**src/rtl/vb_pkg.sv**
```systemverilog
package vb_pkg;
  // one-hot-plus-zero state bit positions; idle is the all-zero vector
  localparam int ST_OCC  = 0;
  localparam int ST_PICK = 1;
  localparam int ST_DOOR = 2;
  localparam int ST_BITS = 3;
  typedef logic [ST_BITS-1:0] state_t;
  localparam state_t ST_IDLE = '0;
  localparam int NCAND = 2;
endpackage

```
**src/rtl/vb_sync.sv**
```systemverilog
module vb_sync #(
  parameter int W      = 3,
  parameter int STAGES = 2
) (
  input  logic         clk,
  input  logic         rst,
  input  logic [W-1:0] d,
  output logic [W-1:0] lvl
);
  logic [STAGES-1:0][W-1:0] pipe;

  always_ff @(posedge clk) begin
    if (rst) pipe[0] <= '0;
    else     pipe[0] <= d;
  end

  for (genvar s = 1; s < STAGES; s++) begin : g_stage
    always_ff @(posedge clk) begin
      if (rst) pipe[s] <= '0;
      else     pipe[s] <= pipe[s-1];
    end
  end

  assign lvl = pipe[STAGES-1];
endmodule

```
**src/rtl/vb_bcd_counter.sv**
```systemverilog
module vb_bcd_counter #(
  parameter int DIGITS = 3
) (
  input  logic                clk,
  input  logic                rst,
  input  logic                inc,
  output logic [4*DIGITS-1:0] count
);
  logic [DIGITS-1:0] carry;
  logic [DIGITS-1:0] is9;

  assign carry[0] = inc & ~(&is9);

  for (genvar i = 0; i < DIGITS; i++) begin : g_dig
    logic [3:0] dig;
    assign is9[i] = (dig == 4'd9);
    always_ff @(posedge clk) begin
      if (rst)           dig <= 4'd0;
      else if (carry[i]) dig <= is9[i] ? 4'd0 : dig + 4'd1;
    end
    if (i < DIGITS - 1) begin : g_carry
      assign carry[i+1] = carry[i] & is9[i];
    end
    assign count[4*i +: 4] = dig;

    assert_digit_range_R5: assert property (@(posedge clk) disable iff (rst)
      dig <= 4'd9);
  end

  assert_saturate_R9: assert property (@(posedge clk) disable iff (rst)
    (inc && (&is9)) |=> $stable(count));
endmodule

```
**src/rtl/vb_ctrl.sv**
```systemverilog
module vb_ctrl
  import vb_pkg::*;
(
  input  logic             clk,
  input  logic             rst,
  input  logic             vi,
  input  logic [NCAND-1:0] btn,
  output logic             enter_lamp,
  output logic             occupied_lamp,
  output logic             door_open,
  output logic [NCAND-1:0] inc
);
  state_t           state, nxt;
  logic [NCAND-1:0] btn_prev;
  logic             any_rise;

  assign any_rise = |(btn & ~btn_prev);

  always_comb begin
    nxt = ST_IDLE;
    unique case (1'b1)
      state[ST_OCC]:  nxt = !vi ? ST_IDLE : (any_rise ? state_t'(1 << ST_PICK) : state);
      state[ST_PICK]: nxt = state_t'(1 << ST_DOOR);
      state[ST_DOOR]: nxt = vi ? state : ST_IDLE;
      default:        nxt = vi ? state_t'(1 << ST_OCC) : ST_IDLE;
    endcase
  end

  always_ff @(posedge clk) begin
    if (rst) begin
      state         <= ST_IDLE;
      btn_prev      <= '0;
      enter_lamp    <= 1'b1;
      occupied_lamp <= 1'b0;
      door_open     <= 1'b0;
      inc           <= '0;
    end else begin
      state         <= nxt;
      btn_prev      <= btn;
      enter_lamp    <= (nxt == ST_IDLE);
      occupied_lamp <= (nxt != ST_IDLE);
      door_open     <= nxt[ST_DOOR];
      inc[0]        <= state[ST_PICK] & btn[0] & ~btn[1];
      inc[1]        <= state[ST_PICK] & btn[1] & ~btn[0];
    end
  end

  assert_state_code_R6: assert property (@(posedge clk) disable iff (rst)
    $onehot0(state));
  assert_lamps_excl_R1: assert property (@(posedge clk) disable iff (rst)
    enter_lamp != occupied_lamp);
  assert_no_double_inc_R3: assert property (@(posedge clk) disable iff (rst)
    !(inc[0] && inc[1]));
  assert_inc_opens_door_R2: assert property (@(posedge clk) disable iff (rst)
    (|inc) |-> door_open);
  assert_one_vote_R4: assert property (@(posedge clk) disable iff (rst)
    (|inc) |=> (inc == '0));
endmodule

```
**src/rtl/vote_booth_tally.sv**
```systemverilog
module vote_booth_tally
  import vb_pkg::*;
#(
  parameter int DIGITS      = 3,
  parameter int SYNC_STAGES = 2
) (
  input  logic                clk,
  input  logic                rst,
  input  logic                voter_in,
  input  logic                btn_a,
  input  logic                btn_b,
  output logic                enter_lamp,
  output logic                occupied_lamp,
  output logic                door_open,
  output logic [4*DIGITS-1:0] tally_a,
  output logic [4*DIGITS-1:0] tally_b
);
  localparam int TW = 4 * DIGITS;

  logic [2:0]                 lvl;
  logic [NCAND-1:0]           inc, ld;
  logic [NCAND-1:0][TW-1:0]   cnt, disp;

  vb_sync #(.W(3), .STAGES(SYNC_STAGES)) u_sync (
    .clk(clk), .rst(rst), .d({btn_b, btn_a, voter_in}), .lvl(lvl)
  );

  vb_ctrl u_ctrl (
    .clk(clk), .rst(rst), .vi(lvl[0]), .btn(lvl[2:1]),
    .enter_lamp(enter_lamp), .occupied_lamp(occupied_lamp),
    .door_open(door_open), .inc(inc)
  );

  for (genvar c = 0; c < NCAND; c++) begin : g_cand
    vb_bcd_counter #(.DIGITS(DIGITS)) u_cnt (
      .clk(clk), .rst(rst), .inc(inc[c]), .count(cnt[c])
    );
    // display loads one cycle after the counter edge, never mid-update
    always_ff @(posedge clk) begin
      if (rst) begin
        ld[c]   <= 1'b0;
        disp[c] <= '0;
      end else begin
        ld[c] <= inc[c];
        if (ld[c]) disp[c] <= cnt[c];
      end
    end

    assert_disp_hold_R8: assert property (@(posedge clk) disable iff (rst)
      !ld[c] |=> $stable(disp[c]));
  end

  assign tally_a = disp[0];
  assign tally_b = disp[1];
endmodule

```
**config.mk**
```make
export PLATFORM = sky130hd
export DESIGN_NAME = vote_booth_tally
export DESIGN_NICKNAME = d
export VERILOG_FILES = /design/src/rtl/vb_pkg.sv /design/src/rtl/vb_sync.sv /design/src/rtl/vb_bcd_counter.sv /design/src/rtl/vb_ctrl.sv /design/src/rtl/vote_booth_tally.sv
export SDC_FILE = /design/constraint.sdc
export NUM_CORES = 1
export LEC_CHECK = 0
export ABC_CLOCK_PERIOD_IN_PS = 2300
export BUFFER_PORTS_ARGS = -buffer_cell sky130_fd_sc_hd__buf_4
export CORE_ASPECT_RATIO = 0.7
export CORE_MARGIN = 2
export CORE_UTILIZATION = 55
export DETAILED_ROUTE_END_ITERATION = 10
export HOLD_SLACK_MARGIN = 0.1
export PLACE_DENSITY = 0.83
export SYNTH_ARGS = -nofsm -noshare
export SYNTH_HDL_FRONTEND = slang
export SYNTH_SLANG_ARGS = --single-unit
```
**constraint.sdc**
```tcl
create_clock -name clk -period 2.3 [get_ports clk]
set_input_delay 0.23 -clock clk [delete_from_list [all_inputs] [get_ports clk]]
set_output_delay 0.23 -clock clk [all_outputs]
set_load 0.02 [all_outputs]
```
======== Word level (Yosys, flattened, before mapping) ========
Cells that the tools add are included.
operators by class
  bitwise operators ....................... 16
  muxes and demuxes ....................... 11
  reduce and logical (&&, ||, !) cells .... 5
  equality and inequality tests ........... 6
  $add $sub $neg .......................... 6
operator list
  operator                                                        number
  4-bit by 1-bit adder with 4-bit output (second input constant)  6
  4-bit == test (second input constant)                           6
  4-bit two-way mux                                               6
  1-bit AND                                                       10
  3-bit one-hot mux with 3 select lines                           1
  3-bit two-way mux                                               2
  3-bit AND reduction                                             2
  1-bit inverter                                                  4
  3-bit zero test                                                 1
  3-bit nonzero test                                              1
  2-bit AND                                                       1
  2-bit two-way mux                                               1
  2-bit inverter                                                  1
  2-bit OR reduction                                              1
  1-bit two-way mux                                               1
word-level totals
  output and inout port bits .............. 27
  word-level logic and storage cells ...... 62
  register bits ........................... 66
  bits of input ports ..................... 5

======== Depth between registers and ports, before layout ========
Gate-level depths: netlist of run 1.
  word-level depth ........................ 7
  depth in mapped cells ................... 5
  depth with buffers taken out ............ 4

======== Hierarchy ========
A second synthesis of run 1 with hierarchy kept.
second synthesis, totals
  cell total of the unflattened synthesis .. 260
  area total of the unflattened synthesis .. 2,586.2 µm²
modules (own cells, without submodules)
  module            area each (µm²)  cells each  times used  sequential area each (µm²)
  vb_bcd_counter    606.8            70          2           240.2
  vote_booth_tally  900.9            81          1           520.5
  vb_ctrl           291.5            24          1           180.2
  vb_sync           180.2            15          1           120.1

======== Worst setup path after synthesis of run 1 ========
Ideal clock, no wire load.
  kind .................................... reg-to-reg
  start point ............................. register g_cand[1].u_cnt.g_dig[0].dig[1]
  end point ............................... register g_cand[1].u_cnt.g_dig[2].dig[2]
  setup slack ............................. 0.580 ns
  period minus slack after synthesis ...... 1.720 ns
  path buffers ............................ 1
  data arrival time ....................... 1.649 ns
  library setup time ...................... 0.071 ns
  cell stages (with the launch flop) ...... 6
  data required time ...................... 2.229 ns
  path through ............................ dfxtp_1 -> buf_6 -> or3b_1 -> or4_4 -> or3_1 -> a21oi_1
on the way
  word-level cells in the longest chain between the ends .. 6
ends and longest elaborated chain
  item                        line                  RTL
  start, declared             vb_bcd_counter.sv:15  logic [3:0] dig;
  start signal, assigned      vb_bcd_counter.sv:19  else if (carry[i]) dig <= is9[i] ? 4'd0 : dig + 4'd1;
  4-bit == test (*)           vb_bcd_counter.sv:16  assign is9[i] = (dig == 4'd9);
  3-bit AND reduction         vb_bcd_counter.sv:12  assign carry[0] = inc & ~(&is9);
  1-bit inverter              vb_bcd_counter.sv:12
  1-bit AND                   vb_bcd_counter.sv:12
  1-bit AND (*) (2 in a row)  vb_bcd_counter.sv:22  assign carry[i+1] = carry[i] & is9[i];
  end signal, assigned        vb_bcd_counter.sv:19
  end, declared               vb_bcd_counter.sv:15
Mark *: on every way between the ends. The rest lies on a longest branch, timed or not.
A chain may end at the register's enable or synchronous reset.

======== Worst setup path in the final report of run 1 ========
  start point ............................. register g_cand[1].u_cnt.g_dig[0].dig[3]
  end point ............................... register g_cand[1].u_cnt.g_dig[2].dig[2]
The elaborated chain is that of the path after synthesis.

==> summary.md, run 1 <==
| Metric | Value |
|---|---|
| Asr flop ratio synth | 0% |
| Status | finished clean |
| Synth Instances | 266 |
| CTS max path bufs | 2 |
| Critical Path Sink Type | flip-flop |
| Total Wirelength | 4460 µm |
| Worst path bufs/invs | 0 |
| # IOs | 32 |
| 1st-iter DRT viols | 89 |
| Util after Layout | 67.7% |
| Vias per Instance | 5.39 |
| Critical path arrival | 2.06 ns |
| Syn Area/Cell | 9.50 µm² |
| Register area | 1300 µm² |
| Clock skew | 0.00560 ns |
| Sequential share of the synthesized area | 51.5% |
| Pre-CTS setup slack | 0.530 ns |
| Crit-path leading delay family | simple AND/OR/NAND/NOR gates |
| Pleak | 1.08 nW |
| Maximum VDD drop | 0.484 mV |
| Crit-path max cell delay | 0.45 ns |
| Slew Viols, Final | 0 |
| Die Y | 60.7 µm |
| Final setup TNS | 0 ns |
| CTS tree | yes |
| CTS Buf Count | 9 |
| Hold WC Path Type | input port to flip-flop |
| Mapped Nets | 271 |
| RSZ-0062 raised after global routing | no |
| Synth warn | 0 |
| Initial antenna violation count | 0 |
| Crit share post-route | 78.3% |
| First-pass GRT wire length | 7610 µm |
| Rows | 20 |
| R2R cell count | 4 |
| Setup repair bufs after CTS | 0 |
| Drt wl/cell | 12.6 µm |
| Area Growth Syn to Fin | 17.4% |
| Most used DFF post-synth | dfxtp_1 |
| CP cell instances | or3b_1, or4_4, or3_1, a21oi_1 |
| GP Congestion | 0.823 |
| Crit path time final | 1.80 ns |
| Yosys reg bits | 65 |
| Distinct cell type count of the synthesized netlist | 47 |
| Initial Utilization | 57.7% |
| Area of the multi-input gates | 1120 µm² |
| Worst-Margin Slew | 0.737 ns |
| Most frequent cells in the layout | dfxtp_1, nor2_1, buf_4 |
| CP max FO | 7 |
| Yosys top cell by area | dfxtp_1 |
| CP Data Required Time | 2.56 ns |
| Setup CP Type | flip-flop to flip-flop |
| PortBufs | 31 |
| CP Depth | 4 |
| DP Area | 2760 µm² |
| Synth top area share | 51.5% |
| Final count of negative-setup-slack endpoints | 0 |
| Layout Cells excl Fill | 353 |
| Core area | 4380 µm² |
| Die area | 5160 µm² |
| Clk Latency, worst-skew pair | 0.33 ns |
| Drt pass-1 iters | 4 |
| Area contributors post-synth | dfxtp_1, mux2i_1, nor2_1 |
| Hold Path Stages | 2 |
| Via count | 1901 |
| # diodes | 0 |
| Hold Fails Final Rpt | 0 |
| # nets final | 300 |
| Placed insts | 337 |
| Slowest stage cell, crit path | or4_4 |
| Drt drc | 0 |
| Final setup margin | 0.499 ns |
| Max_slew headroom | 50.8% |
| Pwr dens | 699 nW/µm² |
| ANT nets after route | 0 |
| Clock slew at reported path FFs | 0.07 ns |
| Share of post-route cells with drive strength above 1 | 17.8% |
| H-tree levels | 3 |
| Fmax | 555 MHz |
| Critical path startpoint category | flip-flop |
| Final non-filler cell area | 2970 µm² |
| Vias in the first global route | 1636 |
| Total gr overflow | 0 |
| Most common cell after layout, fill and taps aside | dfxtp_1 |
| Hpwl dp | 2870 µm |
| Clock Sinks | 65 |
| Max Cap Viol | 0 |
| Cell area after synthesis | 2530 µm² |
| Post-synth EDFFs | 0 |
| GR Util All Layers | 19.1% |
| Root buffer cell | clkbuf_8 |
| Fillers | 348 |
| Horiz. Die Dim | 85.0 µm |
| Largest net degree at the start of global routing | 65 |
## Yosys cell counts (2+ instances only)
| library cell | number |
|---|---|
| o21ai_0 | 2 |
| nand2_1 | 12 |
| nor3b_1 | 4 |
| or3_1 | 2 |
| xor2_1 | 3 |
| nor2_1 | 46 |
| a31oi_1 | 3 |
| inv_1 | 10 |
| dfxtp_1 | 65 |
| mux2i_1 | 27 |
| xnor2_1 | 2 |
| nor4_1 | 2 |
| clkbuf_1 | 9 |
| a21oi_1 | 13 |
| buf_1 | 4 |
| nand4bb_1 | 2 |
| o31ai_1 | 3 |
| a211oi_1 | 3 |
| nor3_1 | 10 |
| nor2b_1 | 12 |
| nand3_1 | 4 |
| nand4_1 | 2 |
| and3_1 | 2 |
## layer usage
metal	part of all wire, %	GRT usage [%]	vias to the layer above	wire, µm
met5	0	0	-	0
met4	1.1	7.48	0	48
met3	5.7	7.07	7	255
met2	44	29.7	47	1950
met1	49	24.7	872	2200
li1	-	-	975	-
## layout make-up
cell class	instances	share of cell area [%]
inverters	10	1.27
well taps	55	2.32
flip-flops and latches	65	43.9
multi-input cells	176	37.8
clock buffers	10	4.64
repair buffers	33	8.52
clock inverters	4	1.52
## timing repair
item / in CTS / in global routing
hold buffers: 2 / 0
hold endpoints to repair: 2 / 0
gates resized for setup: 0 / 0
## logic make-up (layout without fill, tap and decap cells)
kind of cell              after synthesis  after routing  share of synthesized area [%]
muxes                                  27             27                           10.7
AOI/OAI and AO/OA                      33             33                           8.67
xor gates and xnor gates                5              5                           1.73
and+or+nand+nor                       111            111                           23.3
buffers and inverters                  25             57                           4.06
DFF                                    65             65                           51.5
## path summary, 6_finish.rpt
check                           slack [ns]                               to                       startpoint
worst min-delay path                  0.12                   u_sync.pipe[0]                         voter_in
worst max-delay path                  0.50  g_cand[1].u_cnt.g_dig[2].dig[2]  g_cand[1].u_cnt.g_dig[0].dig[3]
worst min register to register        0.42                    u_ctrl.inc[0]                    u_sync.lvl[2]
worst max register to register        0.50  g_cand[1].u_cnt.g_dig[2].dig[2]  g_cand[1].u_cnt.g_dig[0].dig[3]
## through the flow
step / power (mW) / hold WS [ns]
2_1_floorplan: 1.18 / 0.358
3_3_place_gp: 1.19 / 0.411
3_5_place_dp: 1.19 / 0.414
4_1_cts: 2.09 / 0.103
5_1_grt: 2.14 / 0.122
6_report: 2.07 / 0.117
## flip-flops by register name (all words and copies together), names as in the netlist
| name | count |
|---|---|
| g_cand.u_cnt.g_dig.dig | 24 |
| ld | 2 |
| u_ctrl.enter_lamp | 1 |
| tally_a | 12 |
| u_ctrl.btn_prev | 2 |
| tally_b | 12 |
| u_ctrl.inc | 2 |
| u_ctrl.occupied_lamp | 1 |
| u_sync.pipe | 3 |
| u_ctrl.state | 3 |
| u_sync.lvl | 3 |
## worst register-to-register path, stage by stage (launching register included)
cell and delay, ns:
dfxtp_1 0.43, or3b_1 0.39, or4_4 0.45, or3_1 0.32, a21oi_1 0.15
## where the power goes
group | switching, mW | internal, mW
clock network | 0.390 | 0.512
logic | 0.0214 | 0.0142
registers | 0.00241 | 1.13
No activity file was read; power rests on OpenSTA's default activity.
==> run 2: changes to the inputs <==
Settings changed: ABC_AREA set to 1, ABC_CLOCK_PERIOD_IN_PS 2300 to 1810.
Clock period 2.3 ns to 1.81 ns, I/O delays scaled along.
==> run 2 against run 1 <==
Sequential cell count unchanged; sequential power increased by 26%; cell count increased by 30%; first-iteration DRC count increased by 58%; clock power increased by 53%; critical path type unchanged.
==> summary.md, run 2 <==
| Metric | Value |
|---|---|
| Sequential share of the synthesized area | 46.8% (was 51.5%) |
| Crit path time final | 1.38 ns (was 1.80 ns) |
| Vias per Instance | 5.03 (was 5.39) |
| CP Data Required Time | 2.05 ns (was 2.56 ns) |
| CTS Buf Count | 9 (unchanged) |
| Most frequent cells in the layout | dfxtp_1, nand2_1, inv_1 (was dfxtp_1, nor2_1, buf_4) |
| H-tree levels | 3 (unchanged) |
| Most common cell after layout, fill and taps aside | dfxtp_1 (unchanged) |
| Distinct cell type count of the synthesized netlist | 28 (was 47) |
| Main combinational cell family by area after synthesis | simple AND/OR/NAND/NOR gates (unchanged) |
| Pwr dens | 872 nW/µm² (was 699 nW/µm²) |
| Total gr overflow | 0 (unchanged) |
| Final count of negative-setup-slack endpoints | 0 (unchanged) |
| Area Growth Syn to Fin | 18.7% (was 17.4%) |
| Crit share post-route | 76.1% (was 78.3%) |
| Share of post-route cells with drive strength above 1 | 21.0% (was 17.8%) |
| GP Congestion | 0.802 (was 0.823) |
| # diodes | 0 (unchanged) |
| Post-synthesis compound-gate area fraction | 14.3% (was 8.67%) |
| Final setup TNS | 0 ns (unchanged) |
| Drt pass-1 iters | 4 (unchanged) |
| Register bank with the most flops | g_cand.u_cnt.g_dig.dig (unchanged) |
| Max Cap Viol | 0 (unchanged) |
| Yosys reg bits | 65 (unchanged) |
| Commonest cells post-synth | dfxtp_1, nand2_1, inv_1 (was dfxtp_1, nor2_1, mux2i_1) |
| ANT nets after route | 0 (unchanged) |
| Cell area after synthesis | 2780 µm² (was 2530 µm²) |
| Simple-Gate Fraction of Synth Area | 28.0% (was 23.3%) |
| Slew Viols, Final | 0 (unchanged) |
| Critical path arrival | 1.62 ns (was 2.06 ns) |
| CTS tree | yes (unchanged) |
| Proportion of synthesized area in mux cells | 0% (was 10.7%) |
| Critical Path Sink Type | flip-flop (unchanged) |
| Clock Sinks | 65 (unchanged) |
| Clk Latency, worst-skew pair | 0.35 ns (was 0.33 ns) |
| Pleak | 1.42 nW (was 1.08 nW) |
| Fillers | 405 (was 348) |
| Drt drc | 0 (unchanged) |
| Synth top area share | 46.8% (was 51.5%) |
| Die Y | 63.5 µm (was 60.7 µm) |
| Horiz. Die Dim | 88.9 µm (was 85.0 µm) |
| Fmax | 726 MHz (was 555 MHz) |
| Initial Utilization | 57.5% (was 57.7%) |
| Largest net degree at the start of global routing | 39 (was 65) |
| Die area | 5640 µm² (was 5160 µm²) |
| Via count | 2316 (was 1901) |
| Syn Area/Cell | 7.87 µm² (was 9.50 µm²) |
| Mapped Nets | 358 (was 271) |
| Drt wl/cell | 11.5 µm (was 12.6 µm) |
| Cts-stage hold buffer count | 3 (was 2) |
| Synth Instances | 353 (was 266) |
| Final setup margin | 0.432 ns (was 0.499 ns) |
| Maximum VDD drop | 0.619 mV (was 0.484 mV) |
| Asr flop ratio synth | 0% (unchanged) |
| # IOs | 32 (unchanged) |
| Synth Area in Adders | 0% (unchanged) |
| Setup CP Type | flip-flop to flip-flop (unchanged) |
| Count leader, synth | dfxtp_1 (unchanged) |
| Clock skew | 0.00794 ns (was 0.00560 ns) |
| Yosys top cell by area | dfxtp_1 (unchanged) |
| GR Util All Layers | 21.8% (was 19.1%) |
| Vias in the first global route | 2165 (was 1636) |
| Most used DFF post-synth | dfxtp_1 (unchanged) |
| # nets final | 391 (was 300) |
| CTS max path bufs | 2 (unchanged) |
| Critical path startpoint category | flip-flop (unchanged) |
| Core area | 4830 µm² (was 4380 µm²) |
| Hold WC Path Type | input port to flip-flop (unchanged) |
| Root buffer cell | clkbuf_8 (unchanged) |
| Synth Area in XOR/XNOR | 1.26% (was 1.73%) |
| RSZ-0062 raised after global routing | no (unchanged) |
| Setup repair bufs after CTS | 0 (unchanged) |
| Area contributors post-synth | dfxtp_1, nand2_1, a21oi_1 (was dfxtp_1, mux2i_1, nor2_1) |
| Synth warn | 0 (unchanged) |
| Status | finished clean (unchanged) |
| 1st-iter DRT viols | 141 (was 89) |
| Clock slew at reported path FFs | 0.07 ns (about the same) |
| Worst-Margin Slew | 0.700 ns (was 0.737 ns) |
| Total Wirelength | 5280 µm (was 4460 µm) |
| Initial antenna violation count | 0 (unchanged) |
| Pre-CTS setup slack | 0.448 ns (was 0.530 ns) |
| CTS resizes | 0 (unchanged) |
| PortBufs | 31 (unchanged) |
| Rows | 21 (was 20) |
| Post-synth EDFFs | 0 (unchanged) |
| First-pass GRT wire length | 9440 µm (was 7610 µm) |
| Hold Fails Final Rpt | 0 (unchanged) |
| Flip-flop count of the largest register after layout | 24 (unchanged) |
| Hpwl dp | 3520 µm (was 2870 µm) |
| Max_slew headroom | 53.2% (was 50.8%) |
| CP max FO | 8 (was 7) |
-- run 2: cell count changes after synthesis, sizes merged, moves of 15 or more --
cell	previous run	this run
a21oi	13	38
nand4	2	17
inv	10	51
o21ai	2	37
mux2i	27	0
nand2	12	65
-- run 2: path summary, 6_finish.rpt --
kind	start	endpoint	slack (ns)	depth (start not counted)
worst min-delay path	rst	u_sync.lvl[1]	0.20	2
worst min register to register	u_sync.pipe[2]	u_sync.lvl[2]	0.40	2
worst max-delay path	g_cand[0].u_cnt.g_dig[0].dig[0]	g_cand[0].u_cnt.g_dig[2].dig[0]	0.43	7
worst max register to register	g_cand[0].u_cnt.g_dig[0].dig[0]	g_cand[0].u_cnt.g_dig[2].dig[0]	0.43	7
-- run 2: stage by stage --
stage / cells / cell area [µm²] / hold slack [ns] / utilization, % / power (mW)
2_1_floorplan: 353 / 2780 / 0.288 / - / 1.51
3_3_place_gp: 441 / 3040 / 0.380 / 62.9 / 1.52
3_5_place_dp: 441 / 3040 / 0.388 / 62.9 / 1.52
4_1_cts: 460 / 3300 / 0.187 / 68.2 / 2.90
5_1_grt: 460 / 3300 / 0.195 / 68.2 / 2.99
6_report: 460 / 3300 / 0.195 / 68.2 / 2.88
-- run 2: logic make-up after synthesis --
kind of cell,count (synthesis)
and+or+nand+nor,142
AOI/OAI and AO/OA,77
DFF,65
buffers and inverters,65
xor gates and xnor gates,4
-- run 2: final cells by class --
type	instances	area, µm²	share of cell area [%]
Tap cell	69	86.3	2.62
Timing Repair Buffer	36	278	8.42
Clock buffer	10	138	4.17
Clock inverter	6	90.1	2.73
Inverter	51	196	5.96
Sequential cell	65	1300	39.5
Multi-Input combinational cell	223	1210	36.6
-- run 2: worst max-delay path, stage by stage (launching register included) --
cell	delay (ns)
dfxtp_1	0.49
nand2_4	0.11
nor2_8	0.21
inv_4	0.06
nor2_8	0.11
nand3_4	0.10
o21ai_1	0.15
nor2_1	0.05
-- run 2: power by group --
| group | leakage, nW | switching, mW | internal [mW] |
|---|---|---|---|
| clock network | 0.113 | 0.566 | 0.817 |
| registers | 0.525 | 0.00339 | 1.44 |
| logic | 0.779 | 0.0320 | 0.0190 |
-- run 2: per-layer routing --
| metal | track usage [%] | share of wire (%) | up-vias |
|---|---|---|---|
| met4 | 8.21 | 1.6 | 0 |
| met2 | 32.4 | 43 | 40 |
| met5 | 0 | 0 | - |
| met3 | 8.65 | 4.4 | 9 |
| li1 | - | - | 1217 |
| met1 | 28.5 | 51 | 1050 |
